**config.mk**
```make
export PLATFORM = sky130hd
export DESIGN_NAME = fl_gate_gen
export DESIGN_NICKNAME = d
export VERILOG_FILES = /design/src/rtl/fl_pkg.sv /design/src/rtl/fl_carrier.sv /design/src/rtl/fl_level.sv /design/src/rtl/fl_select.sv /design/src/rtl/fl_gate_gen.sv
export SDC_FILE = /design/constraint.sdc
export NUM_CORES = 1
export LEC_CHECK = 0
export BUFFER_PORTS_ARGS = -buffer_cell sky130_fd_sc_hd__buf_2
export CAP_MARGIN = 20
export CORE_MARGIN = 10
export CORE_UTILIZATION = 40
export CTS_CLUSTER_DIAMETER = 50
export CTS_CLUSTER_SIZE = 40
export DETAILED_ROUTE_END_ITERATION = 8
export PLACE_DENSITY_LB_ADDON = 0.25
export SYNTH_ARGS = -nofsm -noshare
export SYNTH_HDL_FRONTEND = slang
export SYNTH_SLANG_ARGS = --single-unit
```
**constraint.sdc**
```tcl
create_clock -name clk_i -period 8.4 [get_ports clk_i]
set_clock_uncertainty 0.15 [all_clocks]
set_input_delay 1.68 -clock clk_i [delete_from_list [all_inputs] [get_ports clk_i]]
set_output_delay 1.68 -clock clk_i [all_outputs]
set_load 0.02 [all_outputs]
```
**src/rtl/fl_pkg.sv**
```systemverilog
package fl_pkg;
  typedef enum logic [2:0] {
    ST_P_FULL = 3'd0,
    ST_P_HI   = 3'd1,
    ST_P_LO   = 3'd2,
    ST_ZERO   = 3'd3,
    ST_N_HI   = 3'd4,
    ST_N_LO   = 3'd5,
    ST_N_FULL = 3'd6
  } sw_state_e;

  // bit 9..0 = S1,S3,S5,S7,S9,S2,S4,S6,S8,S10
  function automatic logic [9:0] gate_word(sw_state_e s);
    case (s)
      ST_P_FULL: gate_word = 10'b0111010010;
      ST_P_HI:   gate_word = 10'b0111010101;
      ST_P_LO:   gate_word = 10'b0010011010;
      ST_ZERO:   gate_word = 10'b0001011110;
      ST_N_HI:   gate_word = 10'b1011001010;
      ST_N_LO:   gate_word = 10'b1100101110;
      ST_N_FULL: gate_word = 10'b1001001110;
      default:   gate_word = 10'b0001011110;
    endcase
  endfunction
endpackage

```
**src/rtl/fl_carrier.sv**
```systemverilog
module fl_carrier #(
  parameter int CNT_W = 12,
  parameter int DIV   = 1
) (
  input  logic             clk_i,
  input  logic             rst_ni,
  output logic [CNT_W-1:0] cnt_o
);
  localparam int DW = (DIV > 1) ? $clog2(DIV) : 1;
  localparam logic [CNT_W-1:0] CNT_MAX = '1;

  logic [DW-1:0]    div_q;
  logic [CNT_W-1:0] cnt_q;
  logic             up_q;
  logic             tick;

  assign tick = (div_q == DW'(DIV - 1));

  always_ff @(posedge clk_i or negedge rst_ni) begin
    if (!rst_ni) begin
      div_q <= '0;
      cnt_q <= '0;
      up_q  <= 1'b1;
    end else begin
      div_q <= tick ? '0 : div_q + 1'b1;
      if (tick) begin
        if (up_q) begin
          if (cnt_q == CNT_MAX) begin
            cnt_q <= cnt_q - 1'b1;
            up_q  <= 1'b0;
          end else begin
            cnt_q <= cnt_q + 1'b1;
          end
        end else begin
          if (cnt_q == '0) begin
            cnt_q <= cnt_q + 1'b1;
            up_q  <= 1'b1;
          end else begin
            cnt_q <= cnt_q - 1'b1;
          end
        end
      end
    end
  end

  assign cnt_o = cnt_q;

  p_step_r3: assert property (@(posedge clk_i) disable iff (!rst_ni)
    tick |=> ((CNT_W'(cnt_q - $past(cnt_q)) == CNT_W'(1)) ||
              (CNT_W'($past(cnt_q) - cnt_q) == CNT_W'(1))));

  p_hold_r3: assert property (@(posedge clk_i) disable iff (!rst_ni)
    !tick |=> $stable(cnt_q));
endmodule

```
**src/rtl/fl_level.sv**
```systemverilog
module fl_level #(
  parameter int REF_W = 14
) (
  input  logic [REF_W-1:0] ref_i,
  input  logic [REF_W-3:0] cnt_i,
  output logic [2:0]       level_o
);
  localparam int BAND   = 2 ** (REF_W - 2);
  localparam int HALF   = 2 ** (REF_W - 1);
  localparam int NCAR   = 4;
  localparam int XW     = REF_W + 2;

  logic signed [XW-1:0] ref_x;
  logic [NCAR-1:0]      above;

  assign ref_x = $signed({{2{ref_i[REF_W-1]}}, ref_i});

  for (genvar g = 0; g < NCAR; g++) begin : g_car
    logic signed [XW-1:0] car;
    assign car = $signed(XW'(g * BAND - HALF)) + $signed({4'b0000, cnt_i});
    assign above[g] = (ref_x > car);
  end

  assign level_o = 3'($countones(above));
endmodule

```
**src/rtl/fl_select.sv**
```systemverilog
module fl_select
  import fl_pkg::*;
#(
  parameter int MEAS_W = 16
) (
  input  logic [2:0]        level_i,
  input  logic [MEAS_W-1:0] dv_i,
  input  logic [MEAS_W-1:0] iout_i,
  input  logic [MEAS_W-1:0] ibat_i,
  input  logic              en_i,
  output sw_state_e         state_o
);
  logic dv_neg, io_neg, ib_neg;
  logic pick_p_hi, pick_n_lo;

  assign dv_neg = dv_i[MEAS_W-1];
  assign io_neg = iout_i[MEAS_W-1];
  assign ib_neg = ibat_i[MEAS_W-1];

  // sign of product >= 0 <=> sign bits agree
  assign pick_p_hi = en_i && (dv_neg == ib_neg) && (io_neg == ib_neg);
  assign pick_n_lo = en_i && (dv_neg != ib_neg) && (io_neg != ib_neg);

  always_comb begin
    case (level_i)
      3'd4:    state_o = ST_P_FULL;
      3'd3:    state_o = pick_p_hi ? ST_P_HI : ST_P_LO;
      3'd2:    state_o = ST_ZERO;
      3'd1:    state_o = pick_n_lo ? ST_N_LO : ST_N_HI;
      default: state_o = ST_N_FULL;
    endcase
  end
endmodule

```
**src/rtl/fl_gate_gen.sv**
```systemverilog
module fl_gate_gen
  import fl_pkg::*;
#(
  parameter int REF_W  = 14,
  parameter int MEAS_W = 16,
  parameter int DIV    = 5
) (
  input  logic              clk_i,
  input  logic              rst_ni,
  input  logic [REF_W-1:0]  ref_i,
  input  logic [MEAS_W-1:0] dv_i,
  input  logic [MEAS_W-1:0] iout_i,
  input  logic [MEAS_W-1:0] ibat_i,
  input  logic              bal_en_i,
  output logic [9:0]        gate_o,
  output logic [2:0]        state_o
);
  localparam int CNT_W = REF_W - 2;

  logic [CNT_W-1:0] cnt;
  logic [2:0]       level;
  sw_state_e        nxt_state, state_q;
  logic [9:0]       gate_q;

  fl_carrier #(.CNT_W(CNT_W), .DIV(DIV)) u_carrier (
    .clk_i  (clk_i),
    .rst_ni (rst_ni),
    .cnt_o  (cnt)
  );

  fl_level #(.REF_W(REF_W)) u_level (
    .ref_i   (ref_i),
    .cnt_i   (cnt),
    .level_o (level)
  );

  fl_select #(.MEAS_W(MEAS_W)) u_select (
    .level_i (level),
    .dv_i    (dv_i),
    .iout_i  (iout_i),
    .ibat_i  (ibat_i),
    .en_i    (bal_en_i),
    .state_o (nxt_state)
  );

  always_ff @(posedge clk_i or negedge rst_ni) begin
    if (!rst_ni) begin
      state_q <= ST_ZERO;
      gate_q  <= gate_word(ST_ZERO);
    end else begin
      state_q <= nxt_state;
      gate_q  <= gate_word(nxt_state);
    end
  end

  assign gate_o  = gate_q;
  assign state_o = state_q;

  p_bal_off_r7: assert property (@(posedge clk_i) disable iff (!rst_ni)
    !bal_en_i |=> (state_q != ST_P_HI) && (state_q != ST_N_LO));

  p_half_level_r5: assert property (@(posedge clk_i) disable iff (!rst_ni)
    (level == 3'd3) |=> (state_q == ST_P_HI) || (state_q == ST_P_LO));

  p_neg_half_r6: assert property (@(posedge clk_i) disable iff (!rst_ni)
    (level == 3'd1) |=> (state_q == ST_N_HI) || (state_q == ST_N_LO));

  p_s1_neg_r2: assert property (@(posedge clk_i) disable iff (!rst_ni)
    gate_q[9] |-> (state_q == ST_N_HI) || (state_q == ST_N_LO) || (state_q == ST_N_FULL));

  p_weight_r2: assert property (@(posedge clk_i) disable iff (!rst_ni)
    ($countones(gate_q) >= 4) && ($countones(gate_q) <= 6));
endmodule

```
* Word level (Yosys, flattened, before mapping)
Index checks and enable logic that the tools add are counted. W data, S select, Z words.
Storage, ports and cells: bits in registers 29, latch bits 0, bits in writable memories 0, ROM bits 0, input bits 65, output and inout port bits 13, logic and storage cells 50, memories kept 0
Operators by class: add/subtract/negate cells 9, multiply operators 0, divide/modulo/power cells 0, $lt $le $gt $ge 4, eq/ne operators 15, shifts and indexed selects 0, mux-type cells 11, bitwise logic cells 0, reductions and logical operators 6
Operator list (number):
- $pmux W10 S6 | 1
- $mux W12 | 3
- $gt A14 B15 Y1 | 2
- $add A14 B13 Y15 const A | 1
- $eq A3 B3 Y1 const B | 5
- $add A13 B12 Y14 const A | 1
- $add A13 B13 Y14 const A | 1
- $gt A14 B13 Y1 | 1
- $gt A14 B14 Y1 | 1
- $add A12 B1 Y12 const B | 1
- $eq A12 B12 Y1 const B | 1
- $logic_not A12 Y1 | 1
- $pmux W3 S4 | 1
- $sub A12 B1 Y12 const B | 1
- $eq A3 B2 Y1 const B | 3
- $eq A3 B1 Y1 const B | 2
- $add A1 B1 Y2 | 2
- $logic_and A1 B1 Y1 | 4
- $mux W1 | 4
- $add A3 B1 Y3 const B | 1
- $add A3 B3 Y3 | 1
- $logic_not A3 Y1 | 1
- $mux W3 | 1
- $eq A1 B1 Y1 | 2
- 2 further kinds | 3

* Longest topological paths before layout
depth in word-level cells 8, mapped depth 17

* Hierarchy
A second synthesis with hierarchy kept.
Second synthesis, totals: cells, all modules 215, area, all modules 2019.4 um^2
By module, submodules not included:
- fl_carrier | instances 1, cells each 114, area an instance 1056.0 um^2, sequential area each 401.6 um^2
- fl_level | instances 1, cells each 58, area an instance 442.9 um^2, sequential area each 0.0 um^2
- fl_gate_gen | instances 1, cells each 26, area an instance 407.9 um^2, sequential area each 334.1 um^2
- fl_select | instances 1, cells each 17, area an instance 112.6 um^2, sequential area each 0.0 um^2

* Least setup slack after synthesis
No wires, ideal clock.
kind input to register, from input ref_i[4], to register gate_q[8] (netlist: gate_o[8]), arrival time 4.442 ns, slack 3.730 ns, cell stages on the path 13, buffers on the path 0, path through ha_1 > a21o_1 > a211oi_1 > a211oi_1 > o31a_1 > o21ba_1 > ha_1 > ha_1 > fa_1 > inv_1 > nand3_1 > o22a_1 > a21oi_1
Between the ends: longest elaborated chain between the ends 7, elaborated cells on any way between the ends 19, classes of those cells add/sub (3); order compare (4); eq/ne (9); mux (2); reduce/logical (1)
RTL lines:
- from (decl) | line fl_gate_gen.sv:10 | input logic [REF_W-1:0] ref_i,
- $gt A14 B15 Y1 (tied with other cells) | line fl_level.sv:21 | assign above[g] = (ref_x > car);
- $add A1 B1 Y2 (not written as such) | line fl_level.sv:24 | assign level_o = 3'($countones(above));
- $add A3 B3 Y3 (not written as such) * | line fl_level.sv:24
- $eq A3 B1 Y1 (tied with other cells) | line fl_select.sv:25 | case (level_i)
- $pmux W3 S4 * | line fl_select.sv:25
- $eq A3 B3 Y1 (tied with other cells) | line fl_pkg.sv:14 | case (s)
- $pmux W10 S6 * | line fl_pkg.sv:14
- to (signal assigned) | line fl_gate_gen.sv:49 | gate_q <= gate_word(ST_ZERO);
- to (signal assigned) | line fl_gate_gen.sv:52 | gate_q <= gate_word(nxt_state);
- to (decl) | line fl_gate_gen.sv:23 | logic [9:0] gate_q;
Mark *: on every way between the ends. The rest lies on a longest branch, timed or not. A chain may end at the register's enable or synchronous reset.

* Final worst setup path
Ends and elaborated chain as after synthesis.

==> impl_metrics.env <==
export IMPL_status="finished clean"
export IMPL_cts_resized=0
export IMPL_synthesis_instances=195
export IMPL_synth_compound_area_frac=0.138
export IMPL_cts_buffers=5
export IMPL_routed_via_density=5.19
export IMPL_power_density_nw_per_um2=158
export IMPL_yosysSeqAreaShare=0.384
export IMPL_setup_viol=0
export IMPL_slew_headroom=0.584
export IMPL_first_global_vias=1495
export IMPL_port_buffers=32
export IMPL_synth_fp_nets=280
export IMPL_pwr_share_seq=0.458
export IMPL_synth_async_sr_flop_share=1.00
export IMPL_drcViolationCount=0
export IMPL_cp_slowest_cell="fa_1"
export IMPL_r2r_end="gate_o[8]$_DFF_PN0_"
export IMPL_initial_core_util=0.409
export IMPL_utilization=0.471
export IMPL_p_leak_nw=1.03
export IMPL_hold_viol=0
export IMPL_grt_total_usage=0.104
export IMPL_critPathRequiredTime_ns=8.45
export IMPL_path_class="input pin to flip-flop"
export IMPL_io_pins=78
export IMPL_die_height_um=89.2
export IMPL_drt_iter0_markers=110
export IMPL_cts_clk_slew_worst_paths_ns=0.07
export IMPL_final_cell_mix="32 x buf_2, 21 x dfrtp_1, 19 x inv_1, 19 x ha_1, 17 x nand2_1"
export IMPL_fmax_mhz=212
export IMPL_p_int_w=0.000249
export IMPL_mostFrequentLayoutCell="buf_2"
export IMPL_ir_drop_uv=90.0
export IMPL_hold_buffers=0
export IMPL_crit_path_end_kind="flip-flop"
export IMPL_hold_path_class="flip-flop to flip-flop"
export IMPL_ff2ff_setup_slack_ns=4.56
export IMPL_worstPathArrival_ns=4.76
export IMPL_synth_ff_type="dfrtp_1"
export IMPL_clk_latency_ns=0.28
export IMPL_hpwl_um=3050
export IMPL_setup_tns_ns=0
export IMPL_core_area_um2=4690
export IMPL_dieArea_um2=7960
export IMPL_drt_total_wl_um=3820
export IMPL_cts_root_buffer="clkbuf_8"
export IMPL_layout_drive_gt1_share=0.255
export IMPL_num_vias=1479
export IMPL_fin_crit_sh=0.560
export IMPL_syn_avg_cell_area_um2=9.84
export IMPL_rsz0062_at_grt="false"
export IMPL_cp_num_buf_inv=2
export IMPL_crit_path_start_kind="input pin"
export IMPL_clkPwrFrac=0.343
export IMPL_wl_per_cell_um=13.4
export IMPL_cp_max_fo=4
export IMPL_cts_tree="done"
export IMPL_cts_max_path_buffers=2
export IMPL_synth_distinct_cells=53
export IMPL_synth_area_um2=1920
export IMPL_critPathTopFamily="compound AO/OA/AOI/OAI gates"
export IMPL_rows=25
export IMPL_grt_max_degree=30
export IMPL_synth_edf_count=0
export IMPL_die_x_um=89.2
export IMPL_critPathMaxStageDelay_ns=0.49
export IMPL_grt_overflow=0
export IMPL_crit_start="ref_i[4]"
export IMPL_ys_ff_latch=29
export IMPL_cp_depth=14
export IMPL_slew_viol_final=0
export IMPL_grt_pass1_wl_um=6570
export IMPL_antenna_cells=0
export IMPL_cp_common_cell="ha_1"
export IMPL_p_switching_w=0.0000991
export IMPL_clkSinkCount=29
export IMPL_yosys_area_share_simple=0.218
export IMPL_synth_top_family_by_area="simple AND/OR/NAND/NOR gates"
export IMPL_antenna_found_initial=0
export IMPL_synth_xor_area_frac=0.0548
export IMPL_synthMuxAreaShare=0.0157
export IMPL_regToRegStartpoint="u_carrier.cnt_o[8]$_DFFE_PN0N_"
export IMPL_cap_violations=0
export IMPL_dr_pass1_iters=4
export IMPL_p_sw_frac=0.285
export IMPL_cts_htree_levels=2
export IMPL_area_growth_syn_to_layout_pct=15.2
export IMPL_period_minus_slack_ns=4.71
export IMPL_whs_ns=0.336
export IMPL_crit_chain="buf_2 -> ha_1 -> a21o_1 -> a211oi_1 -> a211oi_1 -> o31a_1 -> o21ba_1 -> ha_1 -> ha_1 -> fa_1 -> inv_1 -> nand3_1 -> o22a_1 -> a21oi_1"
export IMPL_final_nets=315
export IMPL_tightest_slew_ns=0.625
export IMPL_reg2regPathDepth=15
export IMPL_antenna_left=0
export IMPL_endpoint="gate_o[8]$_DFF_PN0_"
export IMPL_place_congestion=0.819
export IMPL_synthAdderAreaFrac=0.134
export IMPL_combPwrFrac=0.200
export IMPL_finalPower_w=0.000348
export IMPL_cts_setup_buffers=0
export IMPL_ys_warnings_count=0
worst min path at each step:
stage                                       from                      endpoint  slack [ns]  depth (start not counted)
finish              u_carrier.div_q[0]$_DFF_PN0_  u_carrier.div_q[0]$_DFF_PN0_        0.34                          1
global route          u_carrier.up_q$_DFFE_PN1N_    u_carrier.up_q$_DFFE_PN1N_        0.35                          2
CTS                   u_carrier.up_q$_DFFE_PN1N_    u_carrier.up_q$_DFFE_PN1N_        0.34                          2
detailed placement    u_carrier.up_q$_DFFE_PN1N_    u_carrier.up_q$_DFFE_PN1N_        0.33                          2
global placement    u_carrier.div_q[0]$_DFF_PN0_  u_carrier.div_q[0]$_DFF_PN0_        0.31                          1
floorplan           u_carrier.div_q[0]$_DFF_PN0_  u_carrier.div_q[0]$_DFF_PN0_        0.28                          1
final cells by class:
type                       instances  area [µm²]
fill                             467        2480
clock inverter                     2        13.8
tap                               54        67.6
multi-input combinational        142        1070
timing repair buffer              32         160
sequential                        29         736
inverter                          20        75.1
clock buffer                       6        82.6
cells in the mapped netlist (2+ instances only):
cell type / instances / area share
a211oi_1: 2 / 0.0078
xor2_1: 2 / 0.0091
ha_1: 19 / 0.12
nand2_1: 17 / 0.033
dfrtp_1: 21 / 0.27
nand3_1: 4 / 0.010
nand4_1: 6 / 0.020
dfstp_2: 8 / 0.11
a31oi_1: 3 / 0.0098
a21oi_1: 7 / 0.018
nor2b_1: 2 / 0.0065
buf_6: 2 / 0.012
nor3_1: 8 / 0.021
inv_1: 19 / 0.037
a21o_1: 4 / 0.016
buf_2: 2 / 0.0052
mux2i_1: 3 / 0.016
nor2_1: 7 / 0.014
xnor2_1: 10 / 0.046
and2_1: 4 / 0.013
o21ai_1: 5 / 0.013
and3_1: 5 / 0.016
nand2b_1: 5 / 0.016
worst register-to-register path: cells and delay by family (launching register included):
| kind | cells | cell delay (ns) |
|---|---|---|
| DFF | 1 | 0.49 |
| and+or+nand+nor | 2 | 0.21 |
| adders and majority gates | 4 | 1.27 |
| buffers and inverters | 2 | 0.27 |
| AOI/OAI and AO/OA | 7 | 1.39 |
stage by stage:
stage          setup slack (ns)  area [µm²]  instances
2_1_floorplan              3.73        1920        195
3_3_place_gp               3.37        2110        277
3_5_place_dp               3.39        2110        277
4_1_cts                    3.67        2210        285
5_1_grt                    3.46        2210        285
6_report                   3.69        2210        285
cells by family after synthesis:
logic type | Yosys count
multiplexers | 3
AND/OR/NAND/NOR | 72
buffers and inverters | 24
XOR/XNOR | 12
adder cells (fa/ha/maj) | 20
AO/OA/AOI/OAI | 35
flip-flops | 29
sequential cells by signal (all words and copies together) (netlist names):
signal / count
gate_o: 10
state_o: 3
u_carrier.up_q: 1
u_carrier.cnt_o: 12
u_carrier.div_q: 3
power by group through the flow:
stage,combinational [W],clock (W),sequential [W]
CTS,0.0000713,0.000123,0.000160
floorplan,0.0000279,0,0.000179
global placement,0.0000705,0,0.000162
finish,0.0000695,0.000119,0.000159
global route,0.0000781,0.000128,0.000161
detailed placement,0.0000710,0,0.000162
metal layers:
layer  global-route usage  routed length [µm]  vias up
met4               0.0260                   8        0
met3               0.0264                 144        2
met2                0.176                1910       27
met5                    0                   0        -
li1                     -                   -      755
met1                0.127                1760      695
(Power assumes the default switching activity.)
